--- src/rtl/rtc_cal_pkg.sv ---
package rtc_cal_pkg;

   localparam int NFIELD = 7;

   localparam logic [2:0] SEL_SEC  = 3'd0;
   localparam logic [2:0] SEL_MIN  = 3'd1;
   localparam logic [2:0] SEL_HOUR = 3'd2;
   localparam logic [2:0] SEL_WDAY = 3'd3;
   localparam logic [2:0] SEL_MDAY = 3'd4;
   localparam logic [2:0] SEL_MON  = 3'd5;
   localparam logic [2:0] SEL_YEAR = 3'd6;

   typedef struct packed {
      logic [6:0] year;
      logic [3:0] mon;
      logic [4:0] mday;
      logic [2:0] wday;
      logic [4:0] hour;
      logic [5:0] min;
      logic [5:0] sec;
   } cal_t;

   // binary value 0..99 to image byte
   function automatic logic [7:0] enc_val(input logic [6:0] v, input logic bin);
      int iv;
      iv = int'(v);
      if (bin) return {1'b0, v};
      return 8'(((iv / 10) << 4) + (iv % 10));
   endfunction

   // image byte to binary value
   function automatic logic [6:0] dec_val(input logic [7:0] b, input logic bin);
      if (bin) return b[6:0];
      return 7'(int'(b[7:4]) * 10 + int'(b[3:0]));
   endfunction

   function automatic logic [7:0] enc_hour(input logic [4:0] h, input logic bin,
                                           input logic h24);
      int ih;
      int h12;
      ih = int'(h);
      if (h24) return enc_val(7'(ih), bin);
      h12 = ((ih % 12) == 0) ? 12 : (ih % 12);
      return enc_val(7'(h12), bin) | ((ih >= 12) ? 8'h80 : 8'h00);
   endfunction

   function automatic logic [4:0] dec_hour(input logic [7:0] b, input logic bin,
                                           input logic h24);
      int v;
      if (h24) return 5'(dec_val(b, bin));
      v = int'(dec_val({1'b0, b[6:0]}, bin));
      if (v == 12) v = 0;
      if (b[7]) v = v + 12;
      return 5'(v);
   endfunction

   function automatic logic is_leap(input int y);
      return ((y % 4) == 0) && (((y % 100) != 0) || ((y % 400) == 0));
   endfunction

   function automatic logic [4:0] month_len(input logic [3:0] mon, input logic leap);
      case (mon)
         4'd2:                    return leap ? 5'd29 : 5'd28;
         4'd4, 4'd6, 4'd9, 4'd11: return 5'd30;
         default:                 return 5'd31;
      endcase
   endfunction

endpackage

--- src/rtl/rtc_cal_step.sv ---
module rtc_cal_step
   import rtc_cal_pkg::*;
#(
   parameter int BASE_YEAR = 2000
) (
   input  cal_t cur,
   output cal_t nxt
);

   logic       leap;
   logic [4:0] dim;

   always_comb begin
      leap = is_leap(BASE_YEAR + int'(cur.year));
      dim  = month_len(cur.mon, leap);
      nxt  = cur;
      // carry chain seconds -> minutes -> hours -> day
      if (cur.sec >= 6'd59) begin
         nxt.sec = '0;
         if (cur.min >= 6'd59) begin
            nxt.min = '0;
            if (cur.hour >= 5'd23) begin
               nxt.hour = '0;
               nxt.wday = (cur.wday >= 3'd7 || cur.wday == 3'd0) ? 3'd1 : cur.wday + 3'd1;
               // month length decides the day wrap
               if (cur.mday >= dim) begin
                  nxt.mday = 5'd1;
                  if (cur.mon >= 4'd12) begin
                     nxt.mon  = 4'd1;
                     nxt.year = (cur.year >= 7'd99) ? 7'd0 : cur.year + 7'd1;
                  end else begin
                     nxt.mon = cur.mon + 4'd1;
                  end
               end else begin
                  nxt.mday = cur.mday + 5'd1;
               end
            end else begin
               nxt.hour = cur.hour + 5'd1;
            end
         end else begin
            nxt.min = cur.min + 6'd1;
         end
      end else begin
         nxt.sec = cur.sec + 6'd1;
      end
   end

endmodule

--- src/rtl/rtc_cal_encode.sv ---
module rtc_cal_encode
   import rtc_cal_pkg::*;
(
   input  cal_t                    tm,
   input  logic                    bin_mode,
   input  logic                    hr24,
   output logic [NFIELD-1:0][7:0]  img
);

   // one encoder per field, mode applied at copy time
   always_comb begin
      img[SEL_SEC]  = enc_val({1'b0, tm.sec}, bin_mode);
      img[SEL_MIN]  = enc_val({1'b0, tm.min}, bin_mode);
      img[SEL_HOUR] = enc_hour(tm.hour, bin_mode, hr24);
      img[SEL_WDAY] = enc_val({4'd0, tm.wday}, bin_mode);
      img[SEL_MDAY] = enc_val({2'd0, tm.mday}, bin_mode);
      img[SEL_MON]  = enc_val({3'd0, tm.mon}, bin_mode);
      img[SEL_YEAR] = enc_val(tm.year, bin_mode);
   end

endmodule

--- src/rtl/rtc_uip_window.sv ---
module rtc_uip_window #(
   parameter int CYCLES = 8
) (
   input  logic clk,
   input  logic rst_n,
   input  logic start,
   input  logic set_hold,
   output logic busy,
   output logic fin
);

   logic active_q;

   generate
      if (CYCLES == 1) begin : g_single
         assign fin = active_q;
         always_ff @(posedge clk or negedge rst_n) begin
            if (!rst_n)     active_q <= 1'b0;
            else if (start) active_q <= 1'b1;
            else if (fin)   active_q <= 1'b0;
         end
      end else begin : g_count
         localparam int CW = $clog2(CYCLES);
         logic [CW-1:0] cnt_q;
         assign fin = active_q && (cnt_q == '0);
         always_ff @(posedge clk or negedge rst_n) begin
            if (!rst_n) begin
               active_q <= 1'b0;
               cnt_q    <= '0;
            end else if (start) begin
               active_q <= 1'b1;
               cnt_q    <= CW'(CYCLES - 1);
            end else if (fin) begin
               active_q <= 1'b0;
            end else if (active_q) begin
               cnt_q <= cnt_q - 1'b1;
            end
         end
      end
   endgenerate

   always_ff @(posedge clk or negedge rst_n) begin
      if (!rst_n)        busy <= 1'b0;
      else if (set_hold) busy <= 1'b0;
      else if (start)    busy <= 1'b1;
      else if (fin)      busy <= 1'b0;
   end


   busy_set_low_chk: assert property (@(posedge clk) disable iff (!rst_n)
      set_hold |=> !busy);


   busy_rise_chk: assert property (@(posedge clk) disable iff (!rst_n)
      (start && !set_hold) |=> busy);

endmodule

--- src/rtl/rtc_calendar_core.sv ---
module rtc_calendar_core
   import rtc_cal_pkg::*;
#(
   parameter int         UIP_CYCLES = 8,
   parameter int         BASE_YEAR  = 2000,
   parameter logic [2:0] OSC_RUN    = 3'b010
) (
   input  logic       clk,
   input  logic       rst_n,
   input  logic       tick_1hz,
   input  logic [2:0] osc_ctl,
   input  logic       set_hold,
   input  logic       bin_mode,
   input  logic       hr24,
   input  logic       wr_en,
   input  logic [2:0] wr_sel,
   input  logic [7:0] wr_data,
   output logic [7:0] sec_img,
   output logic [7:0] min_img,
   output logic [7:0] hour_img,
   output logic [7:0] wday_img,
   output logic [7:0] mday_img,
   output logic [7:0] mon_img,
   output logic [7:0] year_img,
   output logic       busy,
   output logic       upd_done
);

   localparam logic [NFIELD-1:0][7:0] IMG_RST = 56'h00_01_01_01_00_00_00;

   generate
      if (UIP_CYCLES < 1) begin : g_bad_uip
         $error("UIP_CYCLES must be at least 1");
      end
      if ((BASE_YEAR % 100) != 0 || BASE_YEAR < 0) begin : g_bad_base
         $error("BASE_YEAR must be a non-negative multiple of 100");
      end
   endgenerate

   cal_t                    cur_q, base_c, step_c, nxt_c, img_tm;
   logic [NFIELD-1:0][7:0]  img_q, enc_c;
   logic                    set_q, reload, tick_ok, host_ld, fin;

   // only the running oscillator code qualifies a tick
   assign tick_ok = tick_1hz && (osc_ctl == OSC_RUN);
   // release of the hold takes the images as the new time
   assign reload  = set_q && !set_hold;
   assign host_ld = wr_en && !set_hold;

   always_comb begin
      img_tm.sec  = 6'(dec_val(img_q[SEL_SEC], bin_mode));
      img_tm.min  = 6'(dec_val(img_q[SEL_MIN], bin_mode));
      img_tm.hour = dec_hour(img_q[SEL_HOUR], bin_mode, hr24);
      img_tm.wday = 3'(dec_val(img_q[SEL_WDAY], bin_mode));
      img_tm.mday = 5'(dec_val(img_q[SEL_MDAY], bin_mode));
      img_tm.mon  = 4'(dec_val(img_q[SEL_MON], bin_mode));
      img_tm.year = dec_val(img_q[SEL_YEAR], bin_mode);
   end

   assign base_c = reload ? img_tm : cur_q;

   rtc_cal_step #(.BASE_YEAR(BASE_YEAR)) u_step (
      .cur (base_c),
      .nxt (step_c)
   );

   // reload, then advance, then the written field overrides
   always_comb begin
      nxt_c = tick_ok ? step_c : base_c;
      if (host_ld) begin
         case (wr_sel)
            SEL_SEC:  nxt_c.sec  = 6'(dec_val(wr_data, bin_mode));
            SEL_MIN:  nxt_c.min  = 6'(dec_val(wr_data, bin_mode));
            SEL_HOUR: nxt_c.hour = dec_hour(wr_data, bin_mode, hr24);
            SEL_WDAY: nxt_c.wday = 3'(dec_val(wr_data, bin_mode));
            SEL_MDAY: nxt_c.mday = 5'(dec_val(wr_data, bin_mode));
            SEL_MON:  nxt_c.mon  = 4'(dec_val(wr_data, bin_mode));
            SEL_YEAR: nxt_c.year = dec_val(wr_data, bin_mode);
            default:  ;
         endcase
      end
   end

   rtc_cal_encode u_enc (
      .tm       (cur_q),
      .bin_mode (bin_mode),
      .hr24     (hr24),
      .img      (enc_c)
   );

   rtc_uip_window #(.CYCLES(UIP_CYCLES)) u_win (
      .clk      (clk),
      .rst_n    (rst_n),
      .start    (tick_ok),
      .set_hold (set_hold),
      .busy     (busy),
      .fin      (fin)
   );


   always_ff @(posedge clk or negedge rst_n) begin
      if (!rst_n) begin
         cur_q    <= '{year: 7'd0, mon: 4'd1, mday: 5'd1, wday: 3'd1,
                       hour: 5'd0, min: 6'd0, sec: 6'd0};
         img_q    <= IMG_RST;
         set_q    <= 1'b0;
         upd_done <= 1'b0;
      end else begin
         cur_q    <= nxt_c;
         set_q    <= set_hold;
         upd_done <= fin;
         // copy out at window end unless held
         if (fin && !set_hold) img_q <= enc_c;
         if (wr_en && wr_sel != 3'd7) img_q[wr_sel] <= wr_data;
      end
   end

   assign sec_img  = img_q[SEL_SEC];
   assign min_img  = img_q[SEL_MIN];
   assign hour_img = img_q[SEL_HOUR];
   assign wday_img = img_q[SEL_WDAY];
   assign mday_img = img_q[SEL_MDAY];
   assign mon_img  = img_q[SEL_MON];
   assign year_img = img_q[SEL_YEAR];


   halt_hold_chk: assert property (@(posedge clk) disable iff (!rst_n)
      (tick_1hz && osc_ctl != OSC_RUN && !host_ld && !reload) |=> $stable(cur_q));


   image_frozen_chk: assert property (@(posedge clk) disable iff (!rst_n)
      (set_hold && !wr_en) |=> $stable(img_q));


   done_on_fall_chk: assert property (@(posedge clk) disable iff (!rst_n)
      ($fell(busy) && !$past(set_hold)) |-> upd_done);

endmodule

--- config.mk ---
export PLATFORM = sky130hd
export DESIGN_NAME = rtc_calendar_core
export DESIGN_NICKNAME = d
export VERILOG_FILES = /design/src/rtl/rtc_cal_pkg.sv /design/src/rtl/rtc_cal_step.sv /design/src/rtl/rtc_cal_encode.sv /design/src/rtl/rtc_uip_window.sv /design/src/rtl/rtc_calendar_core.sv
export SDC_FILE = /design/constraint.sdc
export NUM_CORES = 1
export LEC_CHECK = 0
export BUFFER_PORTS_ARGS = -buffer_cell sky130_fd_sc_hd__buf_2
export CORE_ASPECT_RATIO = 0.5
export CORE_MARGIN = 3
export CORE_UTILIZATION = 65
export CTS_CLUSTER_SIZE = 14
export DETAILED_ROUTE_END_ITERATION = 10
export GPL_TIMING_DRIVEN = 0
export HOLD_SLACK_MARGIN = 0.15
export PLACE_DENSITY_LB_ADDON = 0.1
export REMOVE_ABC_BUFFERS = 1
export SETUP_SLACK_MARGIN = 0.4
export SLEW_MARGIN = 15
export SYNTH_ARGS = -nofsm -noshare
export SYNTH_HDL_FRONTEND = slang
export SYNTH_SLANG_ARGS = --single-unit
--- constraint.sdc ---
create_clock -name clk -period 25.9 [get_ports clk]
set_clock_uncertainty 0.15 [all_clocks]
set_input_delay 2.59 -clock clk [delete_from_list [all_inputs] [get_ports clk]]
set_output_delay 2.59 -clock clk [all_outputs]
set_load 0.02 [all_outputs]
## After elaboration in Yosys (flattened, before gate mapping)

Cells that the tools add are included.

- Bits of input ports: 21
- Flip-flop bits (word level): 99
- ROM bits: 0
- Memories kept: 0
- Word-level logic and storage cells: 248
- Latch bits: 0
- Bits in writable memories: 0

- Bitwise operators: 2
- Div/mod/pow operators: 19
- Equal/unequal tests: 16
- Magnitude comparators: 10
- Multiplexer cells: 119
- Shifts and indexed selects: 0
- $add $sub $neg: 29
- Reduce and logical (&&, ||, !) cells: 24
- Multiply operators: 10

Operators by type and width:

| operator | number |
|---|---|
| $mux W8 | 21 |
| $mux W56 | 2 |
| $mux W36 | 3 |
| $mux W5 | 21 |
| $mux W7 | 15 |
| $logic_not A32 Y1 | 3 |
| $mod A6 B5 Y32 const B | 3 |
| $add A8 B8 Y8 | 8 |
| $div A6 B5 Y32 const B | 2 |
| $div A7 B5 Y32 const B | 2 |
| $div A8 B5 Y32 const B | 2 |
| $mod A7 B5 Y32 const B | 2 |
| $mod A8 B5 Y32 const B | 2 |
| $mux W6 | 10 |
| $bwmux W56 | 1 |
| $div A4 B5 Y32 const B | 1 |
| $div A5 B5 Y32 const B | 1 |
| $mod A32 B10 Y32 const B | 1 |
| $mod A32 B8 Y32 const B | 1 |
| $mod A4 B5 Y32 const B | 1 |
| $mod A5 B5 Y32 const B | 1 |
| $reduce_bool A32 Y1 | 1 |
| $mux W30 | 1 |
| $add A7 B4 Y7 | 4 |
| 55 further kinds | 120 |

## Logic depth before layout (Yosys ltp)

Gate-level depths: netlist of run 1.

- Word-level depth: 26
- Mapped depth: 46
- Gate-level depth less buffers: 42

## Cells and area by module

Synthesis of run 1 repeated with hierarchy kept, for this count alone.

- Cells, all modules: 1862
- Area, all modules: 13957.1 um2

By module, submodules not included:

| module | cells each | instances | area each (um2) |
|---|---|---|---|
| rtc_calendar_core | 812 | 1 | 6976.7 |
| rtc_cal_encode | 608 | 1 | 4088.9 |
| rtc_cal_step | 417 | 1 | 2640.0 |
| rtc_uip_window | 25 | 1 | 251.5 |

## Least setup slack after synthesis of run 1

No wires, ideal clock.

- Path type: input -> register
- Start point: input bin_mode
- End point: register cur_q[35] (netlist name)
- Stages: 41
- Setup time: 0.136 ns
- Arrival time: 11.604 ns
- Path buffers: 7
- Slack: 14.009 ns
- Required time: 25.614 ns
- Path through: clkbuf_1 clkbuf_1 clkbuf_1 clkbuf_1 buf_1 buf_1 o211ai_1 o21ai_0 inv_1 ha_1 inv_1 ha_1 clkbuf_1 clkinv_1 ha_1 or3_1 o221ai_1 o22ai_1 [5 not listed] nand2_1 a22o_1 a2111oi_2 nor3_1 or4b_1 o31ai_1 o21ai_1 ha_1 nand2b_1 a21oi_1 or3_1 or2_2 nor4_1 nand2_1 a21oi_1 nor2_1 nor3_1 a21oi_1

RTL lines:

| element | line | source |
|---|---|---|
| start, declared | rtc_calendar_core.sv:13 | `input logic bin_mode,` |
| end signal, assigned | rtc_calendar_core.sv:103 | `cur_q <= '{year: 7'd0, mon: 4'd1, mday: 5'd1, wday: 3'd1,` |
| end signal, assigned | rtc_calendar_core.sv:109 | `cur_q <= nxt_c;` |
| end, declared | rtc_calendar_core.sv:40 | `cal_t cur_q, base_c, step_c, nxt_c, img_tm;` |

==> results of run 1 <==
## state kept, by name (all words and copies together) (netlist names)
| register | count |
|---|---|
| u_win.active_q | 1 |
| wday_img | 8 |
| u_win.g_count.cnt_q | 3 |
| year_img | 8 |
| u_win.busy | 1 |
| upd_done | 1 |
| mon_img | 8 |
| cur_q | 36 |
| sec_img | 8 |
| hour_img | 8 |
| mday_img | 8 |
| min_img | 8 |
| set_q | 1 |
## final timing paths
kind / from / to / slack (ns) / cells after the start
min reg2reg: cur_q[25] / mon_img[0] / 0.35 / 2
min: cur_q[25] / mon_img[0] / 0.35 / 2
max in group asynchronous: rst_n / mday_img[0] / 23.00 / 2
min in group asynchronous: rst_n / hour_img[3] / 1.90 / 1
max: set_hold / cur_q[35] / 12.96 / 36
max reg2reg: year_img[5] / cur_q[35] / 14.22 / 39
## routing by layer
| metal | vias up | part of all wire (%) | track usage [%] |
|---|---|---|---|
| met4 | 2 | 2.7 | 10.2 |
| met3 | 79 | 7.8 | 4.53 |
| li1 | 6074 | - | - |
| met1 | 6013 | 43 | 44.8 |
| met5 | - | 0.034 | 0 |
| met2 | 540 | 47 | 55.8 |
## cells in the final DEF (no fill, tap or decap), types with 8 or more instances in the layout
master / synthesis / routed
nand2_1: 208 / 208
a21oi_1: 171 / 171
nor2_1: 165 / 164
o21ai_0: 143 / 142
ha_1: 105 / 105
dfrtp_1: 93 / 93
inv_1: 83 / 83
buf_2: 2 / 76
xnor2_1: 62 / 62
mux2i_1: 36 / 36
nand3_1: 35 / 35
o211ai_1: 33 / 33
nor3_1: 34 / 31
nor2b_1: 27 / 26
a21o_1: 24 / 24
xor2_1: 24 / 24
a211oi_1: 24 / 24
a31oi_1: 22 / 22
nand2b_1: 20 / 19
fa_1: 15 / 15
o21ai_1: 13 / 14
or3_1: 14 / 14
nand4_1: 13 / 13
o31ai_1: 11 / 11
or2_2: 11 / 10
o21a_1: 9 / 9
and2_1: 9 / 9
a221oi_1: 9 / 9
clkbuf_16: 0 / 9
nor3b_1: 8 / 8
mux2_2: 8 / 8
## synth_stat cells, drive strengths merged, types with 8 or more instances
master,instances
fa,15
clkbuf,84
a31oi,25
nand2,211
a211oi,25
nand4,13
mux2i,37
mux2,8
o211ai,34
dfrtp,93
inv,85
a22oi,9
and2,10
buf,13
nor3b,8
nand3,36
o21a,9
nor3,36
a221oi,9
nand2b,20
or2,14
a21o,24
ha,105
xnor2,64
a21oi,175
o31ai,13
nor2,165
or3,14
o21ai,159
nor2b,27
xor2,25
## worst register-to-register path, delay by kind of cell, from the launching register on
family	cells	cell delay, ns
simple gates	12	2.73
buf+inv	2	0.33
flops	1	0.52
compound gates	17	4.28
xor+xnor	2	1.30
fa+ha+maj	6	2.22
## logic make-up after synthesis
family,synth area share [%]
AND/OR/NAND/NOR,22.1
AO/OA/AOI/OAI,28.6
buffers and inverters,5.68
adder cells (fa/ha/maj),13.4
flip-flops,19.9
XOR/XNOR,6.41
multiplexers,3.96
other,0.0600
## cell type report
type	count	share of cell area, %
multi-input cells	1408	70.3
flip-flops and latches	99	18.7
repair buffers	84	3.70
inverters	87	2.47
well taps	259	2.43
clock buffers	10	1.72
clock inverters	6	0.667
## per-stage QoR
step	instance area, sq um	worst slack [ns]	instances	utilization, %
5_1_grt	13300	12.20	1953	71.4
2_1_floorplan	12100	13.84	1594	-
3_5_place_dp	13000	12.85	1937	69.6
4_1_cts	13300	13.21	1953	71.3
6_report	13300	12.96	1953	71.4
3_3_place_gp	12800	11.14	1931	68.9
==> qor.txt, run 1 <==
Status = finished, final reports clean
Slew headroom = 23.9%
Synthesized area = 0.0125 sq mm
Clk slew on worst S/H paths = 0.07 ns
TritonCTS clock tree = done
Final Net Count = 1,830
Die width = 202 um
Post_cts resized = 0
Endpoints failing setup = 0
Post-synth top flop = dfrtp_1
WS Path Type = primary input to flip-flop
Worst-skew pair later-pin latency = 0.35 ns
Clk buf depth = 2
Worst path max stage delay = 0.85 ns
Number of enable flip-flop cells after synthesis = 0
GPL Wtd Cong = 0.932
Crit path time final = 12.94 ns
YS warnings = 0
Register bit count reported by yosys = 99
Slowest cell on crit path = xor2_1
Placeable Area = 0.0187 sq mm
P&R area growth vs syn = 6.41%
Worst-margin pin slew = 1.13 ns
Leading area contributor after synthesis = dfrtp_1
Setup Buffers After CTS = 0
Number of primary I/O pins = 79
Starting Density = 67.1%
RSZ-0062 raised after global routing = no
Setup TNS = 0 ns
Largest net degree at the start of global routing = 86
Final wirelength = 35.5 mm
DRC Markers = 0
Max-cap violations = 0
First-pass GRT wire length = 58.8 mm
Chip Height = 104 um
Die ar. = 0.0211 sq mm
Register area = 0.00248 sq mm
Sequential fraction of the synthesis area = 19.9%
Wirelength per Cell = 18.2 um
Dpl hpwl = 25.8 mm
Share of cells above drive strength 1 = 10.1%
Initial antenna violation count = 1
Synthesized instance count = 1,691
Hold_ws = 0.347 ns
CP max FO = 16
Tcrit/Tclk final = 50.0%
Worst min-delay path category = flip-flop to flip-flop
CTS buffer count = 9
Final Max Tran Viols = 0
Drt pass-1 iters = 5
Fillers = 1,576
Final Hold Violating Endpoints = 0
Site Rows = 35
Max Clock Freq = 77.3 MHz
Multi-input logic area = 0.00937 sq mm
Clock sink count = 99
Hold buffers post-CTS = 0
Root Driver = clkbuf_16
Htree depth = 3
Antenna Cells = 0
Top-area cell type share of the netlist area = 18.6%
Post-route ant nets = 0
Port buffer count = 78
Dominant cells by area after synthesis = dfrtp_1 19%, ha_1 10%, a21oi_1 6.8%
Data arrival, critical path = 12.99 ns
Largest delay share family, worst path = compound AO/OA/AOI/OAI gates
Setup crit end kind = flip-flop
Via/cell ratio = 6.51
Buf/Inv on CP = 2
CP required = 25.95 ns
GRT overflow = 0
Vias = 12,700
Worst Setup Start Kind = primary input
DR iter-0 viols = 1,203
Synth cell types = 104
Ys async rst share = 100%
Avg Inst Size Synth = 7.40 sq um
Cell repeated most along the worst path = a21oi_1
Total track usage = 33.2%
Vias in the first global route = 11,900
Power of run 1 is left out: the tool's default activity adds up to more than one toggle a clock period on the data nets, which glitch-free logic cannot reach.
==> inputs of run 2 (changes only) <==
--- a/config.mk
+++ b/config.mk
@@ -8,7 +8,7 @@
 export BUFFER_PORTS_ARGS = -buffer_cell sky130_fd_sc_hd__buf_2
 export CORE_ASPECT_RATIO = 0.5
 export CORE_MARGIN = 3
-export CORE_UTILIZATION = 65
+export CORE_UTILIZATION = 57
 export CTS_CLUSTER_SIZE = 14
 export DETAILED_ROUTE_END_ITERATION = 10
 export GPL_TIMING_DRIVEN = 0
==> constraint.sdc (replaced) <==
create_clock -name clk -period 11.54 [get_ports clk]
set_clock_uncertainty 0.15 [all_clocks]
set_input_delay 1.154 -clock clk [delete_from_list [all_inputs] [get_ports clk]]
set_output_delay 1.154 -clock clk [all_outputs]
set_load 0.02 [all_outputs]
==> qor.txt, run 2 (synthesis gave the netlist of run 1 again) <==
Status = finished, final reports clean
Share of cells above drive strength 1 = 10.5% (+0.40 points)
TritonCTS clock tree = done
Post-Place Cell Area = 0.0130 sq mm (+0.40%)
Wirelength per Cell = 17.3 um (-4.6%)
Commonest non-fill, non-tap cell in the layout = nand2_1
Antenna Cells = 0 (unchanged)
Final Max Tran Viols = 0 (unchanged)
Total track usage = 28.4% (-4.8 points)
CP endpoint = cur_q[35]
Clk slew on worst S/H paths = 0.07 ns (about the same)
DR iter-0 viols = 1,154 (-4.1%)
Tcrit/Tclk final = 87.5%
CP max FO = 16 (unchanged)
Die width = 216 um (+6.6%)
Starting Density = 59.4% (-7.7 points)
Critical Path Start = year_img[5]
Worst min-delay path category = flip-flop to flip-flop
Port buffer count = 78 (unchanged)
Final Net Count = 1,832 (+0.11%)
Chip Height = 111 um (+6.4%)
Vias in the first global route = 11,600 (-2.1%)
Most frequent cells in the layout = 208 x nand2_1, 170 x a21oi_1, 163 x nor2_1
Dpl hpwl = 25.5 mm (-1.2%)
Number of flip-flops in the largest register = 36 (unchanged)
Via/cell ratio = 6.21 (-4.5%)
Initial antenna violation count = 0 (-1)
Final Hold Violating Endpoints = 0 (unchanged)
CTS buffer count = 9 (unchanged)
Site Rows = 37 (+5.7%)
Vias = 12,400 (-2.8%)
Final std cell area, no fill = 0.0134 sq mm (+0.78%)
Crit path time final = 10.10 ns
Hold buffers post-CTS = 0 (unchanged)
P&R area growth vs syn = 7.24%
Slew headroom = 22.5% (-1.4 points)
Clock sink count = 99 (unchanged)
Data arrival, critical path = 10.16 ns (-2.83 ns)
Placeable Area = 0.0211 sq mm (+13%)
Worst path max stage delay = 0.50 ns (-0.35 ns)
Worst-margin pin slew = 1.15 ns (+0.0206 ns)
DRC Markers = 0 (unchanged)
Reg2Reg Capture Point = cur_q[35]
Setup crit end kind = flip-flop
GPL Wtd Cong = 0.908 (-2.5%)
Root Driver = clkbuf_16
Worst-case reg-to-reg path depth = 40 (+2.6%)
Largest net degree at the start of global routing = 72 (-16%)
Clk buf depth = 2 (unchanged)
WS Path Type = flip-flop to flip-flop
Number of primary I/O pins = 79 (unchanged)
Worst-skew pair later-pin latency = 0.36 ns (about the same)
Post-route ant nets = 0 (unchanged)
Worst Setup Start Kind = flip-flop
Max-cap violations = 0 (unchanged)
R2r setup slk = 1.44 ns (-12.78 ns)
Htree depth = 3 (unchanged)
CP required = 11.60 ns (-14.35 ns)
Largest Register = cur_q
First-pass GRT wire length = 57.1 mm (-2.9%)
Final wirelength = 34.5 mm (-2.8%)
Max Clock Freq = 99.0 MHz
Fillers = 1,843 (+17%)
Die ar. = 0.0239 sq mm (+13%)
Slowest cell on crit path = or4b_1
GRT overflow = 0 (unchanged)
Endpoints failing setup = 0 (unchanged)
R2R Path Start = year_img[5]
Drt pass-1 iters = 6 (+1)
RSZ-0062 raised after global routing = no
==> run 2: cell count changes in the layout (fill, tap and decap cells not counted), sizes merged <==
cell / change
buf: +2
clkbuf: +3
clkinvlp: -2
bufinv: -1
==> run 2: final cells by class <==
| type | count | area (sq um) | area share (%) |
|---|---|---|---|
| flip-flops and latches | 99 | 2480 | 18.5 |
| clock buffers | 13 | 270 | 2.01 |
| well taps | 292 | 365 | 2.72 |
| clock inverters | 3 | 43.8 | 0.326 |
| multi-input cells | 1408 | 9410 | 70.1 |
| inverters | 87 | 329 | 2.45 |
| repair buffers | 86 | 519 | 3.87 |
==> run 2: critical path, delay by kind of cell, from the launching register on <==
| family | cells | cell delay (ns) |
|---|---|---|
| compound gates | 15 | 3.01 |
| flops | 1 | 0.48 |
| xor+xnor | 3 | 1.00 |
| simple gates | 12 | 2.79 |
| buf+inv | 3 | 0.29 |
| fa+ha+maj | 7 | 2.20 |
==> run 2: worst min-delay path by stage <==
stage	to	slack (ns)	start	cells past startpoint
after global placement	wday_img[0]	0.33	cur_q[17]	2
after floorplan	wday_img[0]	0.31	cur_q[17]	2
after global routing	mon_img[0]	0.36	cur_q[25]	2
final	wday_img[0]	0.33	cur_q[17]	2
after CTS	wday_img[0]	0.34	cur_q[17]	2
after detailed placement	wday_img[0]	0.33	cur_q[17]	2
==> run 2: what timing repair did <==
item	in CTS	in global routing
buffers inserted	0	2
pin swaps	0	1
endpoints found under the setup margin	1	11
resized for setup	1	7
==> run 2: routing by layer <==
metal / track usage, % / wire length, um / part of all wire (%) / vias to the layer above
li1: - / - / - / 6072
met1: 38.4 / 15800 / 46 / 5824
met2: 47.7 / 15900 / 46 / 384
met3: 4.08 / 1920 / 5.6 / 70
met4: 7.61 / 861 / 2.5 / 0
met5: 0 / 0 / 0 / -
==> run 2: stage by stage <==
| step | setup slack [ns] | hold WS [ns] | setup TNS, ns | utilization, % | std cells |
|---|---|---|---|---|---|
| 2_1_floorplan | 0.919 | 0.315 | 0 | - | 1594 |
| 3_3_place_gp | -1.76 | 0.327 | -18.34 | 61.2 | 1964 |
| 3_5_place_dp | 0.418 | 0.328 | 0 | 61.9 | 1970 |
| 4_1_cts | 0.478 | 0.337 | 0 | 63.4 | 1986 |
| 5_1_grt | 0.477 | 0.360 | 0 | 63.7 | 1988 |
| 6_report | 1.44 | 0.334 | 0 | 63.7 | 1988 |
Power of run 2 is left out for the same reason.
